### src/rtl/pmc_pkg.sv
`timescale 1ns/1ps
package pmc_pkg;
    localparam int NUM_PAIRS = 4;
    localparam int NUM_EVT   = 2 * NUM_PAIRS;
    localparam int EVT_W     = 32;
    localparam int CYC_W     = 40;
    localparam int DATA_W    = CYC_W;
    localparam int ADDR_W    = 6;
    localparam int OVF_W     = NUM_EVT + 1;

    localparam int A_EVT       = 0;
    localparam int A_CYC       = A_EVT + NUM_EVT;
    localparam int A_SH_EVT    = 16;
    localparam int A_SH_CYC    = A_SH_EVT + NUM_EVT;
    localparam int A_OVF       = 32;
    localparam int A_OVF_CLR   = 33;
    localparam int A_CTRL      = 34;
    localparam int A_SNAP_STAT = 35;
    localparam int A_SNAP_REQ  = 36;
    localparam int A_SNAP_CLR  = 37;

    // bit 6 irq_en, bit 5 zero_on_snap, bits 4:1 chain, bit 0 enable
    typedef struct packed {
        logic                 irq_en;
        logic                 zero_on_snap;
        logic [NUM_PAIRS-1:0] chain;
        logic                 enable;
    } ctrl_t;

    localparam int CTRL_W = $bits(ctrl_t);

    function automatic logic hit(input logic [ADDR_W-1:0] addr, input int target);
        return addr == ADDR_W'(target);
    endfunction
endpackage

### src/rtl/pmc_pair.sv
`timescale 1ns/1ps
module pmc_pair #(
    parameter int W = 32
) (
    input  logic              clk,
    input  logic              rst,
    input  logic              en,
    input  logic              chain,
    input  logic              zero,
    input  logic              snap,
    input  logic [1:0]        strobe,
    input  logic [1:0]        wr_live,
    input  logic [1:0]        wr_shadow,
    input  logic [W-1:0]      wdata,
    output logic [1:0][W-1:0] live_o,
    output logic [1:0][W-1:0] shadow_o,
    output logic [1:0]        ovf_set
);
    logic [1:0][W-1:0] live_q, shadow_q;
    logic [1:0]        inc, wrap;

    always_comb begin
        inc[0]  = en & strobe[0] & ~zero & ~wr_live[0];
        wrap[0] = inc[0] & (&live_q[0]);
        inc[1]  = en & ~zero & ~wr_live[1] & (chain ? wrap[0] : strobe[1]);
        wrap[1] = inc[1] & (&live_q[1]);
    end

    assign ovf_set  = {wrap[1], wrap[0] & ~chain};
    assign live_o   = live_q;
    assign shadow_o = shadow_q;

    always_ff @(posedge clk) begin
        if (rst) begin
            live_q   <= '0;
            shadow_q <= '0;
        end else begin
            for (int i = 0; i < 2; i++) begin
                if (zero)            live_q[i] <= '0;
                else if (wr_live[i]) live_q[i] <= wdata;
                else if (inc[i])     live_q[i] <= live_q[i] + W'(1);
                if (snap)              shadow_q[i] <= live_q[i];
                else if (wr_shadow[i]) shadow_q[i] <= wdata;
            end
        end
    end

    // an enabled strobe with no competing write or clear advances the lower counter
    assert_lo_step_R2: assert property (@(posedge clk) disable iff (rst)
        (en && strobe[0] && !zero && !wr_live[0]) |=> live_q[0] == $past(live_q[0]) + W'(1));
    // in chained mode the upper counter moves only via carry
    assert_chain_hold_R5: assert property (@(posedge clk) disable iff (rst)
        (chain && !strobe[0] && !zero && !wr_live[1]) |=> $stable(live_q[1]));
    // shadow captures pre-edge live value
    assert_shadow_R8: assert property (@(posedge clk) disable iff (rst)
        snap |=> shadow_q == $past(live_q));
    // clearing snapshot leaves live counters at zero
    assert_zero_R9: assert property (@(posedge clk) disable iff (rst)
        zero |=> live_q == '0);
endmodule

### src/rtl/pmc_cyc.sv
`timescale 1ns/1ps
module pmc_cyc #(
    parameter int W = 40
) (
    input  logic         clk,
    input  logic         rst,
    input  logic         en,
    input  logic         zero,
    input  logic         snap,
    input  logic         strobe,
    input  logic         wr_live,
    input  logic         wr_shadow,
    input  logic [W-1:0] wdata,
    output logic [W-1:0] live_o,
    output logic [W-1:0] shadow_o,
    output logic         ovf_set
);
    logic [W-1:0] live_q, shadow_q;
    logic         inc;

    assign inc      = en & strobe & ~zero & ~wr_live;
    assign ovf_set  = inc & (&live_q);
    assign live_o   = live_q;
    assign shadow_o = shadow_q;

    always_ff @(posedge clk) begin
        if (rst) begin
            live_q   <= '0;
            shadow_q <= '0;
        end else begin
            if (zero)         live_q <= '0;
            else if (wr_live) live_q <= wdata;
            else if (inc)     live_q <= live_q + W'(1);
            if (snap)           shadow_q <= live_q;
            else if (wr_shadow) shadow_q <= wdata;
        end
    end

    // with the bank disabled the cycle counter holds
    assert_cyc_hold_R3: assert property (@(posedge clk) disable iff (rst)
        (!en && !zero && !wr_live) |=> $stable(live_q));
    // a software load wins over a same-cycle increment
    assert_cyc_load_R11: assert property (@(posedge clk) disable iff (rst)
        (wr_live && !zero) |=> live_q == $past(wdata));
endmodule

### src/rtl/pmc_ctrl.sv
`timescale 1ns/1ps
module pmc_ctrl
    import pmc_pkg::*;
(
    input  logic             clk,
    input  logic             rst,
    input  logic             we_ctrl,
    input  logic             we_ovf_clr,
    input  logic             we_snap_req,
    input  logic             we_snap_clr,
    input  logic [OVF_W-1:0] wdata,
    input  logic             snap_pin,
    input  logic [OVF_W-1:0] ovf_set,
    output ctrl_t            ctrl_o,
    output logic [OVF_W-1:0] ovf_o,
    output logic             snap_stat_o,
    output logic             snap_o,
    output logic             irq_o
);
    ctrl_t            ctrl_q;
    logic [OVF_W-1:0] ovf_q;
    logic             snap_q;

    assign snap_o      = snap_pin | (we_snap_req & wdata[0]);
    assign ctrl_o      = ctrl_q;
    assign ovf_o       = ovf_q;
    assign snap_stat_o = snap_q;
    assign irq_o       = ctrl_q.irq_en & (|ovf_q);

    always_ff @(posedge clk) begin
        if (rst) begin
            ctrl_q <= '0;
            ovf_q  <= '0;
            snap_q <= 1'b0;
        end else begin
            if (we_ctrl) ctrl_q <= ctrl_t'(wdata[CTRL_W-1:0]);
            ovf_q  <= (ovf_q & ~(we_ovf_clr ? wdata : '0)) | ovf_set;
            snap_q <= (snap_q & ~(we_snap_clr & wdata[0])) | snap_o;
        end
    end

    // without a clear, no status bit drops
    assert_ovf_sticky_R6: assert property (@(posedge clk) disable iff (rst)
        !we_ovf_clr |=> (ovf_q & $past(ovf_q)) == $past(ovf_q));
    // cleared bits are zero when no new overflow arrives
    assert_ovf_clear_R6: assert property (@(posedge clk) disable iff (rst)
        (we_ovf_clr && ovf_set == '0) |=> (ovf_q & $past(wdata)) == '0);
    // an enabled overflow raises the interrupt on the next cycle
    assert_irq_R7: assert property (@(posedge clk) disable iff (rst)
        ((|ovf_set) && ctrl_q.irq_en && !we_ctrl) |=> irq_o);
    // a snapshot sets the status
    assert_snap_set_R8: assert property (@(posedge clk) disable iff (rst)
        snap_o |=> snap_q);
    // a clear without a concurrent snapshot drops the status
    assert_snap_clr_R10: assert property (@(posedge clk) disable iff (rst)
        (we_snap_clr && wdata[0] && !snap_o) |=> !snap_q);
endmodule

### src/rtl/pmc_bank.sv
`timescale 1ns/1ps
module pmc_bank
    import pmc_pkg::*;
(
    input  logic               clk,
    input  logic               rst,
    input  logic [NUM_EVT-1:0] evt_stb,
    input  logic               cyc_stb,
    input  logic               snap_req,
    input  logic               reg_we,
    input  logic [ADDR_W-1:0]  reg_addr,
    input  logic [DATA_W-1:0]  reg_wdata,
    output logic [DATA_W-1:0]  reg_rdata,
    output logic               irq
);
    ctrl_t                           ctrl;
    logic [OVF_W-1:0]                ovf_stat, ovf_set;
    logic                            snap_stat, snap, zero;
    logic [NUM_EVT-1:0][EVT_W-1:0]   evt_live, evt_shadow;
    logic [NUM_EVT-1:0]              evt_wr_live, evt_wr_sh;
    logic [CYC_W-1:0]                cyc_live, cyc_shadow;

    assign zero = snap & ctrl.zero_on_snap;

    pmc_ctrl u_ctrl (
        .clk         (clk),
        .rst         (rst),
        .we_ctrl     (reg_we & hit(reg_addr, A_CTRL)),
        .we_ovf_clr  (reg_we & hit(reg_addr, A_OVF_CLR)),
        .we_snap_req (reg_we & hit(reg_addr, A_SNAP_REQ)),
        .we_snap_clr (reg_we & hit(reg_addr, A_SNAP_CLR)),
        .wdata       (reg_wdata[OVF_W-1:0]),
        .snap_pin    (snap_req),
        .ovf_set     (ovf_set),
        .ctrl_o      (ctrl),
        .ovf_o       (ovf_stat),
        .snap_stat_o (snap_stat),
        .snap_o      (snap),
        .irq_o       (irq)
    );

    for (genvar i = 0; i < NUM_EVT; i++) begin : g_dec
        assign evt_wr_live[i] = reg_we & hit(reg_addr, A_EVT + i);
        assign evt_wr_sh[i]   = reg_we & hit(reg_addr, A_SH_EVT + i);
    end

    for (genvar p = 0; p < NUM_PAIRS; p++) begin : g_pair
        pmc_pair #(.W(EVT_W)) u_pair (
            .clk       (clk),
            .rst       (rst),
            .en        (ctrl.enable),
            .chain     (ctrl.chain[p]),
            .zero      (zero),
            .snap      (snap),
            .strobe    (evt_stb[2*p +: 2]),
            .wr_live   (evt_wr_live[2*p +: 2]),
            .wr_shadow (evt_wr_sh[2*p +: 2]),
            .wdata     (reg_wdata[EVT_W-1:0]),
            .live_o    (evt_live[2*p +: 2]),
            .shadow_o  (evt_shadow[2*p +: 2]),
            .ovf_set   (ovf_set[2*p +: 2])
        );
    end

    pmc_cyc #(.W(CYC_W)) u_cyc (
        .clk       (clk),
        .rst       (rst),
        .en        (ctrl.enable),
        .zero      (zero),
        .snap      (snap),
        .strobe    (cyc_stb),
        .wr_live   (reg_we & hit(reg_addr, A_CYC)),
        .wr_shadow (reg_we & hit(reg_addr, A_SH_CYC)),
        .wdata     (reg_wdata),
        .live_o    (cyc_live),
        .shadow_o  (cyc_shadow),
        .ovf_set   (ovf_set[NUM_EVT])
    );

    always_comb begin
        reg_rdata = '0;
        for (int i = 0; i < NUM_EVT; i++) begin
            if (hit(reg_addr, A_EVT + i))    reg_rdata = DATA_W'(evt_live[i]);
            if (hit(reg_addr, A_SH_EVT + i)) reg_rdata = DATA_W'(evt_shadow[i]);
        end
        if (hit(reg_addr, A_CYC))       reg_rdata = cyc_live;
        if (hit(reg_addr, A_SH_CYC))    reg_rdata = cyc_shadow;
        if (hit(reg_addr, A_OVF))       reg_rdata = DATA_W'(ovf_stat);
        if (hit(reg_addr, A_CTRL))      reg_rdata = DATA_W'(ctrl);
        if (hit(reg_addr, A_SNAP_STAT)) reg_rdata = DATA_W'(snap_stat);
    end
endmodule

### config.mk
export PLATFORM = sky130hd
export DESIGN_NAME = pmc_bank
export DESIGN_NICKNAME = d
export VERILOG_FILES = /design/src/rtl/pmc_pkg.sv /design/src/rtl/pmc_pair.sv /design/src/rtl/pmc_cyc.sv /design/src/rtl/pmc_ctrl.sv /design/src/rtl/pmc_bank.sv
export SDC_FILE = /design/constraint.sdc
export NUM_CORES = 2
export LEC_CHECK = 0
export ABC_AREA = 1
export BUFFER_PORTS_ARGS = -buffer_cell sky130_fd_sc_hd__buf_4
export CAP_MARGIN = 10
export CORE_MARGIN = 3
export CORE_UTILIZATION = 30
export DETAILED_ROUTE_END_ITERATION = 8
export HOLD_SLACK_MARGIN = 0.12
export SKIP_CTS_REPAIR_TIMING = 1
export SYNTH_ARGS = -nofsm -noshare
export SYNTH_HDL_FRONTEND = slang
export SYNTH_SLANG_ARGS = --single-unit
### constraint.sdc
create_clock -name clk -period 6 [get_ports clk]
set_input_delay 0.6 -clock clk [delete_from_list [all_inputs] [get_ports clk]]
set_output_delay 0.6 -clock clk [all_outputs]
set_load 0.03 [all_outputs]
Word level (Yosys, flattened, before mapping)
Cells that the tools add are included.

Bits in registers: 609. Input bits: 59. Output and inout port bits: 41. Logic and storage cells: 232.

$add $sub $neg: 9. Equal/unequal tests: 23. Mux-type cells: 62. Bitwise operators: 84. Reductions and logical operators: 30.

Operator list (count): $mux 32 (33); $mux 40 (24); $add 32x1->32 const B (8); $reduce_and 32->1 (8); $and 1x1->1 (64); $eq 6x5->1 const B (9); $add 40x1->40 const B (1); $reduce_and 40->1 (1); $eq 6x6->1 const B (6); $reduce_bool 2->1 (18); $eq 6x3->1 const B (4); $not 1->1 (15); $eq 6x2->1 const B (2); $and 9x9->9 (1); $mux 9 (1); $not 9->9 (1); $or 9x9->9 (1); $reduce_or 9->1 (1); $eq 6x1->1 const B (1); $eq 6x4->1 const B (1); $logic_not 6->1 (1); $mux 1 (4); $or 1x1->1 (2); $reduce_or 2->1 (1).

Depth between registers and ports, before layout
Depth in word-level cells: 22. Gate-level depth with buffers: 20. Mapped depth without buffers: 19.

By module
From an unflattened synthesis, not the netlist that was laid out.

Cells, all modules: 7087. Area total of the unflattened synthesis: 41631.2 sq um.

By module, submodules not included: pmc_pair (times used 4, cells an instance 1298, area an instance 7846.3 sq um, seq. area each 2562.5 sq um); pmc_bank (times used 1, cells an instance 1146, area an instance 5062.4 sq um, seq. area each 0.0 sq um); pmc_cyc (times used 1, cells an instance 664, area an instance 4504.3 sq um, seq. area each 1601.5 sq um); pmc_ctrl (times used 1, cells an instance 85, area an instance 679.4 sq um, seq. area each 340.3 sq um).

Least setup slack after synthesis
OpenSTA, ideal clock, no wires.

Kind: input-to-output. Start: input port reg_addr[0]. End: output port reg_rdata[7]. Arrival time: 2.464 ns. Required time: 5.400 ns. Path slack: 2.936 ns. Stages: 13. Buffers on the path: 2. Cells stage by stage: nor2_2 -> nand2_2 -> nor2_1 -> clkbuf_1 -> clkbuf_1 -> nand2_1 -> nand4_1 -> nand2_1 -> nand3_1 -> nand2_1 -> nand4_1 -> nor2_1 -> nor2_1.

Word-level cells in the longest chain between the ends: 22. Elaborated cells on any way between the ends: 42. Those cells by class: 20 x eq/ne; 21 x mux; 1 x reduce/logical.

RTL lines: start: declaration (RTL line pmc_bank.sv:11) `input logic [ADDR_W-1:0] reg_addr,`; $logic_not 6->1 (RTL line pmc_pkg.sv:33) `return addr == ADDR_W'(target);`; $mux 32 (RTL line pmc_bank.sv:83) `if (hit(reg_addr, A_EVT + i)) reg_rdata = DATA_W'(evt_live[i]);`; $mux 40 (RTL line pmc_bank.sv:84) `if (hit(reg_addr, A_SH_EVT + i)) reg_rdata = DATA_W'(evt_shadow[i]);`; $mux 40 (RTL line pmc_bank.sv:83); $mux 40 (RTL line pmc_bank.sv:84); $mux 40 (RTL line pmc_bank.sv:83); $mux 40 (RTL line pmc_bank.sv:84); $mux 40 (RTL line pmc_bank.sv:83); (+6 left out); $mux 40 (RTL line pmc_bank.sv:84); $mux 40 (RTL line pmc_bank.sv:83); $mux 40 (RTL line pmc_bank.sv:84); $mux 40 (RTL line pmc_bank.sv:86) `if (hit(reg_addr, A_CYC)) reg_rdata = cyc_live;`; $mux 40 (RTL line pmc_bank.sv:87) `if (hit(reg_addr, A_SH_CYC)) reg_rdata = cyc_shadow;`; $mux 40 (RTL line pmc_bank.sv:88) `if (hit(reg_addr, A_OVF)) reg_rdata = DATA_W'(ovf_stat);`; $mux 40 (RTL line pmc_bank.sv:89) `if (hit(reg_addr, A_CTRL)) reg_rdata = DATA_W'(ctrl);`; $mux 40 * (RTL line pmc_bank.sv:90) `if (hit(reg_addr, A_SNAP_STAT)) reg_rdata = DATA_W'(snap_stat);`; end: declaration (RTL line pmc_bank.sv:13) `output logic [DATA_W-1:0] reg_rdata,`.

Mark *: on every way between the ends. The rest lies on a longest branch, timed or not.

Worst setup path in the final report
Start: input port reg_addr[2]. End: output port reg_rdata[16].

The elaborated chain is that of the path after synthesis.

==> key figures <==
Clocking
  – Clock Latency Late Sink: 0.66 ns
  – Worst-path clk slew: 0.06 ns
  – CTS Buf Count: 75
  – Largest buffer count on any clock path: 3
  – Root Buffer Master: clkbuf_16
  – H-tree Lvls: 3
  – CTS Sinks: 609
  – CTS tree: built

Detailed routing
  – DR vias: 42.5k
  – Final ANT Viol Nets: 0
  – # DRC: 0
  – Wirelength, routed: 193000 microns
  – Vias per inst: 5.67
  – Drt pass-1 iters: 9
  – Routed WL per cell: 25.7 microns
  – Iter 0 DRT Violations: 7013

Worst setup path
  – Critical path's largest stage delay: 0.63 ns
  – Slowest cell on crit path: nor2_4
  – Startpoint Class: input port
  – Critical path, cell by cell: buf_4 > nor2_4 > nand2_1 > nor2_4 > inv_2 > o22ai_1 > nand4_1 > nor2_1 > nand4_1 > nor2_1 > nand4_1 > nor2_1 > nor2_1 > buf_4
  – Critical Path Most Common Cell: nor2_1
  – Worst EP arrival: 4.14 ns
  – Worst Setup End Kind: output port
  – CP Class: input port to output port
  – R2r worst-path depth: 16
  – CP required: 5.40 ns
  – CP max FO: 27

STA
  – Setup Skew: 0.0499 ns
  – Least-Margin Pin Slew: 1.28 ns
  – RSZ-0062 raised after global routing: false
  – Post-layout min period: 4.74 ns
  – Setup violators final: 0
  – Fmax: 211 MHz
  – Fin crit share: 79.1%
  – Final Hold Fails: 0
  – Worst slew margin: 14.6%
  – Slew Viols, Final: 0
  – Fin Setup TNS: 0 ns

GRT
  – Grt total ovfl: 0
  – GRT Resource Usage Total: 28.9%
  – Antenna violations before repair: 25
  – Vias in the first global route: 37.4k
  – Largest net degree at the start of global routing: 171
  – First-pass GRT wire length: 271000 microns

Logic synthesis
  – Register area share after synthesis: 32.9%
  – Mapped Avg Cell Area: 6.30 sq um
  – Synth Cell Area: 0.0371 sq mm
  – Yosys Warn Count: 0
  – Synthesis-stage register bit count: 609
  – Yosys cell types: 50
  – Async S/R FF share, synth: 0%
  – Syn Inst Count: 5890
  – Synth Flop Type: dfxtp_1
  – Post-synth EDFFs: 0
  – Syn Nets: 5958

Layout
  – Fill count: 13.3k
  – FF/Latch Area: 0.0122 sq mm
  – Proportion of layout cells with a drive suffix above 1: 6.63%
  – Area Overhead vs Synth: 12.4%
  – Final #Nets: 5864
  – Area of the multi-input gates: 0.0202 sq mm
  – Util after Layout: 34.1%

Job
  – Max-Cap Viols: 0

Status
  – Run status: completed

Placement
  – Detailed Place HPWL: 133000 microns
  – Port buffer count: 99
  – Routability cong.: 1.03

Die
  – Die ar.: 0.128 sq mm
  – Row count: 128
  – Initial Utilization: 30.3%
  – Die Width: 358 microns
  – Core footprint: 0.122 sq mm
  – Top-Level Pins: 100
  – Die height: 358 microns

Worst hold path
  – Cell count of the worst hold path: 3
  – Hold WC Path Type: input port to flip-flop

Power
  – Leakage Power: 16.6 nW
  – Worst VDD drop: 0.213 mV
  – Pwr dens: 234 mW/mm^2
==> registers in the layout, indices dropped and copies added, names as in the netlist <==
signal	flops
u_cyc.live_o	40
u_ctrl.ctrl_o	7
u_cyc.shadow_o	40
u_ctrl.ovf_o	9
g_pair.u_pair.live_o	256
g_pair.u_pair.shadow_o	256
u_ctrl.snap_stat_o	1
==> worst max-delay path, delay by kind of cell <==
kind	cells	cell delay (ns)
AO/OA/AOI/OAI	1	0.34
buffers and inverters	3	0.60
AND/OR/NAND/NOR	10	2.59
==> metrics by stage <==
stage	hold WS (ns)	power, mW	instances	setup WS [ns]	cell area, sq um
after floorplan	0.443	4.48	5890	2.94	37100
after global placement	0.454	4.89	7342	1.57	39100
after detailed placement	0.463	4.89	7342	1.50	39100
after CTS	0.281	9.70	7472	1.51	41600
after global routing	0.313	9.88	7477	1.19	41700
final	0.315	9.75	7491	1.26	41700
==> layout by cell type, fill, tap and decap left out, drive strengths merged, types with 2 or more instances in the layout <==
master / instances
nand2: 1161
inv: 898
nor2: 731
o21ai: 642
dfxtp: 609
nand3: 308
a21oi: 281
xor2: 241
o22ai: 163
buf: 161
nand4: 139
nor3: 115
clkbuf: 105
a31oi: 97
o221ai: 45
nor4: 32
a211oi: 30
diode: 17
a22oi: 15
clkinv: 15
bufinv: 11
o211ai: 10
a221oi: 9
ha: 9
or2: 5
nor3b: 3
o21a: 3
xnor2: 2
a32oi: 2
==> path summary, 6_finish.rpt <==
| path | startpoint | end | slack (ns) |
|---|---|---|---|
| min | reg_wdata[36] | u_cyc.live_o[36] | 0.32 |
| min reg2reg | u_cyc.shadow_o[37] | u_cyc.shadow_o[37] | 0.47 |
| max reg2reg | g_pair[3].u_pair.live_o[1] | g_pair[3].u_pair.live_o[50] | 2.21 |
| max | reg_addr[2] | reg_rdata[16] | 1.26 |
==> per-layer routing <==
metal	routed length, microns	up-vias	part of all wire, %	track usage (%)
met3	29100	511	15	9.23
met1	76300	19900	40	39.7
met2	75900	3112	39	40.0
met4	11400	22	5.9	15.4
met5	129	-	0.067	0
li1	-	19000	-	-
==> report_power, final <==
part	internal (mW)	switching, mW
Clock	2.92	1.98
Sequential	4.07	0.0263
Combinational	0.123	0.628
Total	7.11	2.63
==> cell type report <==
cell class / instances / share of cell area, %
clock buffer: 105 / 5.06
inverter: 899 / 8.13
sequential: 609 / 29.2
clock inverter: 25 / 0.996
antenna: 17 / 0.102
timing repair buffer: 161 / 3.11
multi-input combinational: 4050 / 48.5
tap: 1625 / 4.88
==> cell families (layout without fill, tap and decap cells) <==
group	Yosys count	in the layout	synth area share, %
flip-flops	609	609	32.9
buffers and inverters	1231	1190	12.7
AND/OR/NAND/NOR	2496	2496	28.7
XOR/XNOR	243	243	5.74
adder cells (fa/ha/maj)	9	9	0.304
other	0	17	0
multiplexers	1	1	0.0270
AO/OA/AOI/OAI	1301	1301	19.6
==> synthesized netlist by cell type (10+ instances only) <==
master	n	share of area [%]
a211oi_1	17	0.34
a211oi_2	13	0.44
a21oi_1	281	3.8
a22oi_1	15	0.30
a31oi_1	97	1.6
buf_1	17	0.17
buf_2	28	0.38
clkbuf_1	274	2.8
dfxtp_1	609	33
inv_1	872	8.8
inv_2	25	0.25
nand2_1	1144	12
nand2_2	10	0.17
nand3_1	306	4.1
nand4_1	139	2.3
nor2_1	704	7.1
nor2_2	13	0.22
nor2_4	11	0.33
nor3_1	109	1.5
nor4_1	31	0.52
o211ai_1	10	0.20
o21ai_0	633	8.5
o221ai_1	45	1.1
o22ai_1	163	2.7
xor2_1	241	5.7
Power figures use the tool's default switching activity.
